--- src/rtl/intv_pkg.sv ---
package intv_pkg;
    localparam int CTRL_W = 8;
    localparam int OFS_W  = 3;

    localparam int B_ONESHOT  = 0;
    localparam int B_WIDE     = 1;
    localparam int B_PRE_LO   = 2;
    localparam int B_IE       = 5;
    localparam int B_PERIODIC = 6;
    localparam int B_EN       = 7;

    localparam logic [CTRL_W-1:0] CTRL_RST = 8'h20;

    localparam logic [OFS_W-1:0] OFS_LOAD   = 3'd0;
    localparam logic [OFS_W-1:0] OFS_VALUE  = 3'd1;
    localparam logic [OFS_W-1:0] OFS_CTRL   = 3'd2;
    localparam logic [OFS_W-1:0] OFS_CLR    = 3'd3;
    localparam logic [OFS_W-1:0] OFS_RAW    = 3'd4;
    localparam logic [OFS_W-1:0] OFS_MASKED = 3'd5;
    localparam logic [OFS_W-1:0] OFS_BG     = 3'd6;

    typedef enum logic [1:0] {
        ST_OFF   = 2'd0,
        ST_RUN   = 2'd1,
        ST_SPENT = 2'd2
    } run_state_e;

    typedef enum logic [1:0] {
        PRE_1    = 2'd0,
        PRE_16   = 2'd1,
        PRE_256  = 2'd2,
        PRE_RSVD = 2'd3
    } pre_code_e;
endpackage

--- src/rtl/intv_prescale.sv ---
module intv_prescale
    import intv_pkg::*;
#(
    parameter int SHIFT_A = 4,
    parameter int SHIFT_B = 8
) (
    input  logic       clk,
    input  logic       rst_n,
    input  logic       tick_en,
    input  logic       restart,
    input  logic [1:0] code,
    output logic       ptick
);
    localparam int PRE_W = SHIFT_B;

    logic [PRE_W-1:0] pre_q;
    logic             hit;

    // Phase counter of raw ticks; a control write restarts the phase.
    always_ff @(posedge clk) begin
        if (!rst_n)       pre_q <= '0;
        else if (restart) pre_q <= '0;
        else if (tick_en) pre_q <= pre_q + 1'b1;
    end

    always_comb begin
        unique case (pre_code_e'(code))
            PRE_16:  hit = &pre_q[SHIFT_A-1:0];
            PRE_256: hit = &pre_q;
            default: hit = 1'b1;
        endcase
    end

    assign ptick = tick_en & hit;
endmodule

--- src/rtl/intv_core.sv ---
module intv_core
    import intv_pkg::*;
#(
    parameter int CNT_W = 32
) (
    input  logic              clk,
    input  logic              rst_n,
    input  logic [CTRL_W-1:0] ctrl_q,
    input  logic [CNT_W-1:0]  load_q,
    input  logic [CNT_W-1:0]  wdata,
    input  logic              ld_wr,
    input  logic              ctrl_wr,
    input  logic              ptick,
    output logic [CNT_W-1:0]  cnt_view,
    output logic              zero_evt,
    output run_state_e        state_o
);
    localparam int HALF_W = CNT_W / 2;
    localparam logic [CNT_W-1:0] ONE = {{(CNT_W-1){1'b0}}, 1'b1};

    function automatic logic [CNT_W-1:0] width_mask(input logic [CTRL_W-1:0] c);
        return c[B_WIDE] ? {CNT_W{1'b1}} : {{(CNT_W-HALF_W){1'b0}}, {HALF_W{1'b1}}};
    endfunction

    function automatic logic [CNT_W-1:0] reload_of(input logic [CTRL_W-1:0] c,
                                                   input logic [CNT_W-1:0]  l);
        logic free_run;
        free_run = !c[B_PERIODIC] && !c[B_ONESHOT];
        return (free_run ? {CNT_W{1'b1}} : l) & width_mask(c);
    endfunction

    run_state_e       state_q, state_d;
    logic [CNT_W-1:0] cnt_q, cnt_d, cur;
    logic             count_go, hit_one;
    logic [CTRL_W-1:0] wctrl;

    assign wctrl    = wdata[CTRL_W-1:0];
    assign cur      = cnt_q & width_mask(ctrl_q);
    assign count_go = (state_q == ST_RUN) && ptick && !ld_wr && !ctrl_wr;
    assign hit_one  = (cur == ONE);

    // State register and counter register.
    always_ff @(posedge clk) begin
        if (!rst_n) begin
            state_q <= ST_OFF;
            cnt_q   <= '0;
        end else begin
            state_q <= state_d;
            cnt_q   <= cnt_d;
        end
    end

    // Next-state logic: T_ARM, T_HALT, T_EXPIRE.
    always_comb begin
        state_d = state_q;
        if (ctrl_wr) begin
            state_d = wctrl[B_EN] ? ST_RUN : ST_OFF;
        end else if (ld_wr) begin
            state_d = ctrl_q[B_EN] ? ST_RUN : ST_OFF;
        end else begin
            unique case (state_q)
                ST_OFF:   state_d = ST_OFF;
                ST_RUN:   if (count_go && hit_one && ctrl_q[B_ONESHOT]) state_d = ST_SPENT;
                ST_SPENT: state_d = ST_SPENT;
                default:  state_d = ST_OFF;
            endcase
        end
    end

    // Outputs of the machine: next count and the zero event.
    always_comb begin
        cnt_d    = cnt_q;
        zero_evt = 1'b0;
        if (ld_wr) begin
            cnt_d = reload_of(ctrl_q, wdata);
        end else if (ctrl_wr) begin
            if (wctrl[B_EN]) cnt_d = reload_of(wctrl, load_q);
        end else if (count_go) begin
            if (cur == '0) begin
                cnt_d = reload_of(ctrl_q, load_q);
            end else begin
                cnt_d    = cur - ONE;
                zero_evt = hit_one;
            end
        end
    end

    assign cnt_view = cur;
    assign state_o  = state_q;
endmodule

--- src/rtl/intv_regs.sv ---
module intv_regs
    import intv_pkg::*;
#(
    parameter int CNT_W = 32
) (
    input  logic              clk,
    input  logic              rst_n,
    input  logic              wr_en,
    input  logic [OFS_W-1:0]  addr,
    input  logic [CNT_W-1:0]  wdata,
    input  logic              zero_evt,
    input  logic [CNT_W-1:0]  cnt_view,
    output logic [CTRL_W-1:0] ctrl_q,
    output logic [CNT_W-1:0]  load_q,
    output logic              raw_q,
    output logic              ld_wr,
    output logic              ctrl_wr,
    output logic [CNT_W-1:0]  rdata,
    output logic              irq
);
    logic clr_wr, bg_wr;

    assign ld_wr   = wr_en && (addr == OFS_LOAD);
    assign ctrl_wr = wr_en && (addr == OFS_CTRL);
    assign clr_wr  = wr_en && (addr == OFS_CLR);
    assign bg_wr   = wr_en && (addr == OFS_BG);

    always_ff @(posedge clk) begin
        if (!rst_n) begin
            ctrl_q <= CTRL_RST;
            load_q <= '0;
            raw_q  <= 1'b0;
        end else begin
            if (ctrl_wr)              ctrl_q <= wdata[CTRL_W-1:0];
            if (ld_wr || bg_wr)       load_q <= wdata;
            if (zero_evt)             raw_q  <= 1'b1;
            else if (clr_wr)          raw_q  <= 1'b0;
        end
    end

    always_comb begin
        case (addr)
            OFS_LOAD, OFS_BG: rdata = load_q;
            OFS_VALUE:        rdata = cnt_view;
            OFS_CTRL:         rdata = {{(CNT_W-CTRL_W){1'b0}}, ctrl_q};
            OFS_RAW:          rdata = {{(CNT_W-1){1'b0}}, raw_q};
            OFS_MASKED:       rdata = {{(CNT_W-1){1'b0}}, raw_q & ctrl_q[B_IE]};
            default:          rdata = '0;
        endcase
    end

    assign irq = raw_q & ctrl_q[B_IE];
endmodule

--- src/rtl/intv_timer.sv ---
module intv_timer
    import intv_pkg::*;
#(
    parameter int CNT_W   = 32,
    parameter int SHIFT_A = 4,
    parameter int SHIFT_B = 8
) (
    input  logic             clk,
    input  logic             rst_n,
    input  logic             tick_en,
    input  logic             wr_en,
    input  logic [OFS_W-1:0] addr,
    input  logic [CNT_W-1:0] wdata,
    output logic [CNT_W-1:0] rdata,
    output logic             irq
);
    logic [CTRL_W-1:0] ctrl_q;
    logic [CNT_W-1:0]  load_q, cnt_view;
    logic              raw_q, ld_wr, ctrl_wr, ptick, zero_evt;
    run_state_e        run_state;

    intv_prescale #(.SHIFT_A(SHIFT_A), .SHIFT_B(SHIFT_B)) u_pre (
        .clk     (clk),
        .rst_n   (rst_n),
        .tick_en (tick_en),
        .restart (ctrl_wr),
        .code    (ctrl_q[B_PRE_LO+1:B_PRE_LO]),
        .ptick   (ptick)
    );

    intv_core #(.CNT_W(CNT_W)) u_core (
        .clk      (clk),
        .rst_n    (rst_n),
        .ctrl_q   (ctrl_q),
        .load_q   (load_q),
        .wdata    (wdata),
        .ld_wr    (ld_wr),
        .ctrl_wr  (ctrl_wr),
        .ptick    (ptick),
        .cnt_view (cnt_view),
        .zero_evt (zero_evt),
        .state_o  (run_state)
    );

    intv_regs #(.CNT_W(CNT_W)) u_regs (
        .clk      (clk),
        .rst_n    (rst_n),
        .wr_en    (wr_en),
        .addr     (addr),
        .wdata    (wdata),
        .zero_evt (zero_evt),
        .cnt_view (cnt_view),
        .ctrl_q   (ctrl_q),
        .load_q   (load_q),
        .raw_q    (raw_q),
        .ld_wr    (ld_wr),
        .ctrl_wr  (ctrl_wr),
        .rdata    (rdata),
        .irq      (irq)
    );
endmodule

--- config.mk ---
export PLATFORM = sky130hd
export DESIGN_NAME = intv_timer
export DESIGN_NICKNAME = d
export VERILOG_FILES = /design/src/rtl/intv_pkg.sv /design/src/rtl/intv_prescale.sv /design/src/rtl/intv_core.sv /design/src/rtl/intv_regs.sv /design/src/rtl/intv_timer.sv
export SDC_FILE = /design/constraint.sdc
export NUM_CORES = 1
export LEC_CHECK = 0
export BUFFER_PORTS_ARGS = -buffer_cell sky130_fd_sc_hd__buf_2
export CAP_MARGIN = 20
export CORE_ASPECT_RATIO = 0.6
export CORE_MARGIN = 2
export CORE_UTILIZATION = 50
export DETAILED_ROUTE_END_ITERATION = 7
export GPL_TIMING_DRIVEN = 0
export PLACE_DENSITY = 0.74
export SYNTH_ARGS = -nofsm -noshare
export SYNTH_HDL_FRONTEND = slang
export SYNTH_SLANG_ARGS = --single-unit
--- constraint.sdc ---
create_clock -name clk -period 3.2 [get_ports clk]
set_input_delay 0.64 -clock clk [delete_from_list [all_inputs] [get_ports clk]]
set_output_delay 0.64 -clock clk [all_outputs]
set_load 0.05 [all_outputs]
## Word-level counts from Yosys, hierarchy flattened

Cells that the tools add are included.

| operators by class | value |
|---|---|
| muxes and demuxes | 24 |
| reduce and logical (&&, ||, !) cells | 27 |
| add/subtract/negate cells | 2 |
| bitwise logic cells | 7 |
| equality and inequality tests | 13 |

Operators by type and width:

| operator | count |
|---|---|
| 2-to-1 mux 32 bit | 10 |
| one-hot mux 32 bit (5 select lines) | 1 |
| AND 32 bit | 4 |
| == test 32 x 1 -> 1 bit (second input constant) | 1 |
| logical NOT 32 bit | 1 |
| subtractor 32 x 1 -> 32 bit (second input constant) | 1 |
| logical AND 1 bit | 11 |
| == test 3 bit (second input constant) | 3 |
| adder 8 x 1 -> 8 bit (second input constant) | 1 |
| 2-to-1 mux 1 bit | 8 |
| AND reduction 8 bit | 1 |
| == test 3 x 2 -> 1 bit (second input constant) | 2 |
| logical NOT 1 bit | 6 |
| 2-to-1 mux 2 bit | 3 |
| == test 2 x 1 -> 1 bit (second input constant) | 2 |
| == test 2 bit (second input constant) | 2 |
| != test 4 x 2 -> 1 bit (second input constant) | 1 |
| one-hot mux 2 bit (2 select lines) | 1 |
| AND reduction 4 bit | 1 |
| OR reduction 2 bit | 2 |
| == test 3 x 1 -> 1 bit (second input constant) | 1 |
| logical NOT 3 bit | 1 |
| != test 3 x 2 -> 1 bit (second input constant) | 1 |
| nonzero test 3 bit | 1 |
| other kinds (6) | 7 |

| storage, ports and cells | value |
|---|---|
| output and inout bits | 33 |
| bits of input ports | 39 |
| flip-flop bits (word level) | 83 |

## Logic depth before layout (Yosys ltp)

Gate-level depths: netlist of run 1.

| depth | value |
|---|---|
| depth after elaboration | 12 |
| mapped depth | 10 |

## Cells and area by module

From an unflattened synthesis of run 1, not the netlist that was laid out.

| second synthesis, totals | value |
|---|---|
| cells, all modules | 770 |
| area, all modules | 5960.7 µm² |

Modules (own cells, without submodules):

| module | instances | area an instance (µm²) | cells each |
|---|---|---|---|
| intv_core | 1 | 3409.5 | 488 |
| intv_regs | 1 | 2150.8 | 236 |
| intv_prescale | 1 | 400.4 | 46 |

## Worst setup path after synthesis of run 1

No wires, ideal clock.

| timing path | value |
|---|---|
| path kind | input to output |
| start point | in addr[1] |
| end point | out rdata[1] |
| data arrival time | 2.575 ns |
| required time | 2.560 ns |
| stages on the path | 5 |
| slack | -0.015 ns |
| buffers on the path | 1 |
| cell sequence | clkbuf_1 inv_1 nor2_1 a22oi_1 o21ai_0 |

| on the way | value |
|---|---|
| word-level cells in the longest chain between the ends | 3 |

RTL lines:

| item | RTL line | text |
|---|---|---|
| start, declared | intv_timer.sv:12 | `input logic [OFS_W-1:0] addr,` |
| == test 3 bit / logical NOT 3 bit (equally long branches) | intv_regs.sv:42 | `case (addr)` |
| OR reduction 2 bit | intv_regs.sv:42 |  |
| one-hot mux 32 bit (5 select lines) (*) | intv_regs.sv:42 |  |
| end, declared | intv_timer.sv:14 | `output logic [CNT_W-1:0] rdata,` |

Every way passes the cells marked *; elsewhere a longest branch is shown, timed or not.

## Worst setup path after layout of run 1

| timing path | value |
|---|---|
| start point | in addr[1] |
| end point | out rdata[19] |

Same word-level chain as after synthesis.

==> results of run 1 <==
-- cell families (layout without fill, tap and decap cells) --
family / Yosys count / in the layout / synth area share [%]
AO/OA/AOI/OAI: 245 / 245 / 29.7
AND/OR/NAND/NOR: 297 / 297 / 26.8
adder cells (fa/ha/maj): 7 / 7 / 1.63
buffers and inverters: 71 / 161 / 6.71
multiplexers: 5 / 5 / 1.05
flip-flops: 83 / 83 / 30.9
XOR/XNOR: 20 / 20 / 3.25
-- layout by cell type (no fill, tap or decap), drive strengths merged, types with 9 or more instances in the layout --
cell type  count
dfxtp         83
buf           86
or3           13
nand3         17
nor2          58
o21ai         71
a21oi         65
xor2          10
a22o          24
a31oi         11
nor4           9
clkbuf        56
nand2        133
inv           12
nor3          23
a41oi         14
xnor2         10
-- layout make-up --
cell class / instances / area [um^2] / area share [%]
clock inverter: 4 / 27.5 / 0.437
clock buffer: 11 / 243 / 3.86
inverter: 12 / 45.0 / 0.716
buffer: 59 / 325 / 5.17
timing repair buffer: 75 / 390 / 6.20
tap: 139 / 174 / 2.76
sequential: 83 / 1660 / 26.4
multi-input combinational: 574 / 3430 / 54.4
-- metrics by stage --
step           cells  util, %  total power (uW)  setup slack, ns
6_report         957     59.8              2930           0.0179
3_5_place_dp     936     56.1              1880           -0.877
3_3_place_gp     935     56.1              1860           -0.882
4_1_cts          952     59.2              2870          0.00181
5_1_grt          957     59.8              3020         0.000969
2_1_floorplan    728        -              1650            0.100
-- flip-flops by register name (all words and copies together), names as in the netlist --
signal          count
u_core.cnt_q       32
u_regs.load_q      32
u_pre.pre_q         8
u_regs.ctrl_q       8
u_core.state_o      2
u_regs.raw_q        1
-- per-layer routing --
metal | vias up | track usage [%] | routed length [um]
li1 | 2850 | - | -
met1 | 3045 | 55.4 | 9200
met2 | 511 | 48.3 | 8370
met4 | 0 | 11.4 | 378
met5 | - | 0 | 0
met3 | 42 | 15.4 | 3680
-- where the power goes --
part,switching (uW),internal (uW)
Combinational,514,287
Clock,449,542
Sequential,57.2,1080
-- critical path: cells and delay by family --
family / cells / cell delay, ns
buffers and inverters: 4 / 1.21
AND/OR/NAND/NOR: 2 / 0.48
AO/OA/AOI/OAI: 1 / 0.20
-- synthesized netlist by cell type, types with 3 or more instances --
cell	n
nor2_1	58
ha_1	7
clkbuf_1	43
nor4_1	7
or4_4	3
a311oi_1	8
a31oi_1	11
a22o_1	24
o221ai_1	6
or4_1	5
a311o_1	4
nor3_1	22
inv_1	12
xor2_1	10
o311ai_1	8
o31ai_1	4
or3b_2	4
nand3_1	16
and2_1	3
xnor2_1	10
a41oi_1	14
o21ai_0	70
or3_1	12
dfxtp_1	83
buf_6	6
and4_1	4
and3_1	6
nand4_1	4
a21oi_1	65
mux2i_1	3
a22oi_1	8
nand2_1	133
o22ai_1	4
-- worst min path at each step --
stage | from | end | slack (ns)
floorplan | u_regs.ctrl_q[4]$_SDFFE_PN0P_ | u_regs.ctrl_q[4]$_SDFFE_PN0P_ | 0.44
global placement | u_regs.ctrl_q[4]$_SDFFE_PN0P_ | u_regs.ctrl_q[4]$_SDFFE_PN0P_ | 0.45
detailed placement | u_regs.ctrl_q[4]$_SDFFE_PN0P_ | u_regs.ctrl_q[4]$_SDFFE_PN0P_ | 0.45
CTS | u_regs.ctrl_q[4]$_SDFFE_PN0P_ | u_regs.ctrl_q[4]$_SDFFE_PN0P_ | 0.46
global route | u_regs.load_q[29]$_SDFFE_PN0P_ | u_regs.load_q[29]$_SDFFE_PN0P_ | 0.49
finish | u_regs.ctrl_q[4]$_SDFFE_PN0P_ | u_regs.ctrl_q[4]$_SDFFE_PN0P_ | 0.46
-- what timing repair did --
| item | CTS | global route |
|---|---|---|
| setup buffers | 1 | 5 |
| hold buffers | 0 | 0 |
| pin swaps | 1 | 1 |
| setup endpoints to repair | 55 | 45 |
| gates cloned | 0 | 0 |
| gates resized for setup | 11 | 8 |
==> run_results.csv, run 1 <==
group,metric,value,unit
outcome,status,"completed",
die,rows,29,
worst_setup_path,path_max_fanout,10,
synthesis,ys_seq_area_share,30.9,%
die,dieArea,11600,um^2
finish,stdcell_area,6290,um^2
worst_setup_path,slowest_delay,0.37,ns
clock_tree,clkSinkCount,83,
placement,port-buffer-count,68,
die,core,10500,um^2
sta,setup_viol_count_final,0,
sta,relSlewSlack,24.1,%
placement,place_area,5900,um^2
global_route,grt_max_degree,14,
sta,min_period,3.18,ns
worst_setup_path,crit_path_cell_trace,"clkbuf_2 > nor3b_4 > and2_1 > clkbuf_1 > clkbuf_2 > a22o_1 > buf_2",
worst_setup_path,cpMostUsedCell,"clkbuf_2",
sta,fin_setup_tns,0,ns
worst_setup_path,rr_endpoint,"u_core.cnt_q[21]$_SDFFE_PN0P_",
global_route,antenna_found_initial,0,
finish,finalNetCount,860,
synthesis,syn_area,5390,um^2
synthesis,synth_edf_count,0,
drt,wl,21600,um
finish,syn2layout_area_growth,16.8,%
worst_setup_path,critPathCapture,"rdata[19]",
clock_tree,cts-buffers-inserted,9,
hold_path,hold_class,"reg2reg",
synthesis,synth-async-reset-ratio,0,%
pwr,p_leak,0.00236,uW
worst_setup_path,critical_path_arrival,2.54,ns
finish,diodes,0,
clock_tree,cts_tree,"built",
placement,dp_hpwl,15800,um
sta,min_period_over_period,99.4,%
clock_tree,cts_max_path_buffers,2,
worst_setup_path,reg2reg_slack,0.12,ns
worst_setup_path,worstSetupPathType,"in2out",
sta,rsz0062_at_grt,"no",
placement,gp_congestion,0.999,
clock_tree,clockRootBuffer,"clkbuf_16",
drt,drc,0,
global_route,grt_pass1_wl,32800,um
global_route,grt_pass1_vias,5852,
sta,fin_skew,0.00626,ns
drt,drtAntennaViolNets,0,
sta,drv_slew,0,
flow_run,maxCapViolations,0,
worst_setup_path,critPathLaunchType,"input pin",
clock_tree,h-tree-depth,3,
synthesis,ys_types,73,
sta,worst_slew_pin_slew,1.12,ns
worst_setup_path,worstPathRequired,2.56,ns
global_route,grt.overflow.total,0,
synthesis,ys.warnings.count,0,
worst_setup_path,startpoint,"addr[1]",
synthesis,syn_area_per_cell,7.40,um^2
sta,timing.hold.ws,0.458,ns
synthesis,synth.top_cell.area_share,30.9,%
clock_tree,clk-insertion-delay-late,0.34,ns
hold_path,hold_depth,2,
drt,drtPass1Iterations,5,
die,fp.dieH,84.4,um
drt,routedWlPerCell,22.6,um
synthesis,synth_flop_cell,"dfxtp_1",
drt,drt_iter0_markers,932,
worst_setup_path,reg2regPathDepth,9,
synthesis,synth_area_leaders,"dfxtp_1 31%, nand2_1 9.3%, o21ai_0 6.5%",
clock_tree,clk_pin_slew,0.07,ns
sta,hold_viol_final,0,
finish,fill_cells,1018,
synthesis,synth_cells,728,
worst_setup_path,crit_path_end_kind,"output pin",
synthesis,syn_nets,774,
sta,max_freq,0.314,GHz
die,io_pins,72,
die,die_w,138,um
worst_setup_path,critPathSlowestCell,"clkbuf_2",
die,initial_core_util,51.2,%
drt,num_vias,6448,
synthesis,ys_ff_latch,83,
global_route,gr-usage-all-layers,37.4,%
pwr,ir_drop,0.285,mV
pwr,power_density,465,nW/um^2
synthesis,yosys.area.top_type,"dfxtp_1",
finish,drive_above_1_share,16.7,%
drt,viasPerCell,6.74,
worst_setup_path,r2r_start,"u_core.cnt_q[2]$_SDFFE_PN0P_",
Note: power is estimated with default switching activity, not from simulation.
==> inputs of run 2 (changes only) <==
--- a/config.mk
+++ b/config.mk
@@ -5,6 +5,7 @@
 export SDC_FILE = /design/constraint.sdc
 export NUM_CORES = 1
 export LEC_CHECK = 0
+export ABC_AREA = 1
 export BUFFER_PORTS_ARGS = -buffer_cell sky130_fd_sc_hd__buf_2
 export CAP_MARGIN = 20
 export CORE_ASPECT_RATIO = 0.6
@@ -12,7 +13,7 @@
 export CORE_UTILIZATION = 50
 export DETAILED_ROUTE_END_ITERATION = 7
 export GPL_TIMING_DRIVEN = 0
-export PLACE_DENSITY = 0.74
+export PLACE_DENSITY = 0.73
 export SYNTH_ARGS = -nofsm -noshare
 export SYNTH_HDL_FRONTEND = slang
 export SYNTH_SLANG_ARGS = --single-unit
==> run 2 against run 1 <==
Synthesized cell count rose by 36%. Wire length grew 13%. Total power grew 11%. Cell count increased by 29%. Setup slack improved by 0.12 ns. Critical endpoint is now rdata[26].
==> run_results.csv, run 2 <==
group,metric,value,unit
finish,final_cell_mix,"218 x nand2_1, 119 x inv_1, 116 x nor2_1",
placement,dp_hpwl,18500,um
clock_tree,h-tree-depth,3,
worst_setup_path,critPathLaunchType,"input pin",
worst_setup_path,crit_path_cell_trace,"buf_2 > inv_1 > nand3_1 > nand2_1 > inv_1 > clkbuf_1 > o22ai_1 > buf_2",
sta,max_freq,0.326,GHz
global_route,gr-usage-all-layers,37.8,%
drt,wl,24400,um
die,io_pins,72,
worst_setup_path,r2r_start,"u_regs.ctrl_q[0]$_SDFFE_PN0P_",
clock_tree,cts_max_path_buffers,2,
clock_tree,hold_buffers,0,
sta,fin_skew,0.00597,ns
worst_setup_path,startpoint,"addr[0]",
drt,drt_iter0_markers,1058,
finish,top_regs,"u_core.cnt_q x32, u_regs.load_q x32",
synthesis,synthAdderAreaFrac,1.46,%
finish,finalNetCount,1117,
synthesis,yosysMostFrequentCell,"nand2_1",
synthesis,synth_area_leaders,"dfxtp_1 28%, nand2_1 14%, o21ai_0 8.5%",
pwr,power_density,475,nW/um^2
synthesis,synthXorXnorAreaFrac,2.04,%
pwr,p_comb_share,31.1,%
die,die_w,145,um
die,initial_core_util,52.2,%
clock_tree,clk_pin_slew,0.07,ns
synthesis,ys.warnings.count,0,
global_route,grt.overflow.total,0,
global_route,grt_max_degree,17,
placement,port-buffer-count,71,
pwr,clockPowerShare,34.3,%
global_route,antenna_found_initial,1,
clock_tree,clk-insertion-delay-late,0.35,ns
synthesis,syn_nets,1035,
hold_path,min-delay-start,"u_pre.pre_q[5]$_SDFFE_PP0P_",
synthesis,synthMuxAreaShare,0.167,%
hold_path,hold_class,"reg2reg",
synthesis,synth_flop_cell,"dfxtp_1",
synthesis,synth_compound_area_share,21.6,%
sta,hold_viol_final,0,
synthesis,synth_cells,989,
clock_tree,cts_resized,0,
die,rows,30,
finish,diodes,0,
worst_setup_path,cp.buffers_inverters,5,
finish,syn2layout_area_growth,14.4,%
worst_setup_path,worstPathRequired,2.56,ns
pwr,ir_drop,0.275,mV
sta,min_period,3.06,ns
pwr,power_frac_seq,34.6,%
worst_setup_path,cp_top_family,"buffers and inverters",
sta,worst_slew_pin_slew,0.838,ns
worst_setup_path,critical_path_arrival,2.42,ns
drt,drc,0,
placement,dp_cells,1220,
synthesis,synth.top_cell.area_share,27.7,%
worst_setup_path,critPathSlowestCell,"clkbuf_1",
synthesis,syn_area,6000,um^2
placement,gp_congestion,1.03,
drt,routedWlPerCell,19.7,um
synthesis,synth_edf_count,0,
sta,setup_viol_count_final,0,
die,fp.dieH,88.8,um
die,dieArea,12900,um^2
drt,viasPerCell,5.89,
die,core,11500,um^2
worst_setup_path,slowest_delay,0.56,ns
pwr,swShare,38.6,%
global_route,grt_pass1_vias,6242,
sta,min_period_over_period,95.7,%
finish,final_common_cell,"nand2_1",
flow_run,maxCapViolations,0,
synthesis,netlist_top_cells_count,"218 x nand2_1, 119 x inv_1, 116 x nor2_1",
synthesis,synth_top_family_by_area,"simple AND/OR/NAND/NOR gates",
worst_setup_path,worstSetupPathType,"in2out",
finish,layout.cells.non_filler,1236,
synthesis,ys_seq_area_share,27.7,%
sta,fin_setup_tns,0,ns
global_route,grt_pass1_wl,36300,um
worst_setup_path,crit_path_end_kind,"output pin",
sta,rsz0062_at_grt,"no",
clock_tree,clockRootBuffer,"clkbuf_16",
synthesis,ys_ff_latch,83,
drt,num_vias,7284,
sta,drv_slew,0,
clock_tree,cts_tree,"built",
worst_setup_path,path_max_fanout,10,
clock_tree,cts-buffers-inserted,9,
drt,drtPass1Iterations,5,
synthesis,synth-simple-area-share,35.1,%
drt,drtAntennaViolNets,0,
synthesis,syn_area_per_cell,6.06,um^2
pwr,internal_power,2000,uW
pwr,netSwitchingPower,1260,uW
synthesis,synth-async-reset-ratio,0,%
clock_tree,clkSinkCount,83,
clock_tree,postCtsSetupBuffers,0,
synthesis,ys_types,43,
outcome,status,"completed",
synthesis,yosys.area.top_type,"dfxtp_1",
pwr,p_leak,0.00344,uW
finish,drive_above_1_share,13.4,%
sta,relSlewSlack,43.9,%
## run 2: cell count changes in the layout (fill, tap and decap cells not counted), sizes merged, moves of 24 or more
| cell | change |
|---|---|
| inv | +116 |
| nand2 | +105 |
| nor2 | +70 |
| nand3 | +64 |
| o21ai | +37 |
| a22o | -24 |
## run 2: cell families after synthesis
logic type	count (synthesis)
simple gates	475
flops	83
compound gates	237
fa+ha+maj	7
mux	1
xor+xnor	14
buf+inv	172
## run 2: worst reg2reg max path: stages, from the launching register on
cell      delay [ns]
dfxtp_1         0.44
nor2_1          0.17
inv_1           0.24
clkbuf_1        0.50
clkbuf_1        0.59
nand3_1         0.29
nand2_1         0.19
a21oi_1         0.08
## run 2: power by group through the flow
| stage | Sequential, uW | Clock (uW) | Combinational [uW] |
|---|---|---|---|
| 2_1_floorplan | 1130 | 0 | 674 |
| 3_3_place_gp | 1150 | 0 | 950 |
| 3_5_place_dp | 1150 | 0 | 954 |
| 4_1_cts | 1120 | 1120 | 963 |
| 5_1_grt | 1130 | 1170 | 1090 |
| 6_report | 1130 | 1120 | 1010 |
## run 2: worst paths after layout
check                                 end  slack (ns)  depth (start not counted)
max                             rdata[26]        0.14                          8
min           u_pre.pre_q[5]$_SDFFE_PP0P_        0.48                          2
max reg2reg  u_core.cnt_q[6]$_SDFFE_PN0P_        0.58                          7
min reg2reg   u_pre.pre_q[5]$_SDFFE_PP0P_        0.48                          2
## run 2: final cells by class
type | instances | area [um^2]
buffer | 48 | 251
timing repair buffer | 71 | 355
inverter | 124 | 465
multi-input combinational | 734 | 3620
clock inverter | 7 | 81.3
clock buffer | 9 | 225
tap | 160 | 200
sequential | 83 | 1660
fill | 1186 | 4630
## run 2: metrics by stage
| step | utilization [%] | setup slack (ns) | power, uW | cell area [um^2] | hold WS [ns] |
|---|---|---|---|---|---|
| 2_1_floorplan | - | 0.272 | 1810 | 6000 | 0.437 |
| 5_1_grt | 59.7 | 0.163 | 3390 | 6860 | 0.507 |
| 3_3_place_gp | 57.1 | 0.275 | 2100 | 6550 | 0.458 |
| 6_report | 59.7 | 0.137 | 3260 | 6860 | 0.476 |
| 4_1_cts | 59.7 | 0.267 | 3210 | 6860 | 0.480 |
| 3_5_place_dp | 57.1 | 0.269 | 2100 | 6550 | 0.464 |
## run 2: metal layers
metal | routed length, um | track usage [%] | up-vias
met3 | 4370 | 18.1 | 37
li1 | - | - | 3394
met5 | 48 | 3.21 | -
met2 | 8410 | 46.6 | 589
met1 | 11200 | 56.3 | 3262
met4 | 357 | 9.45 | 2
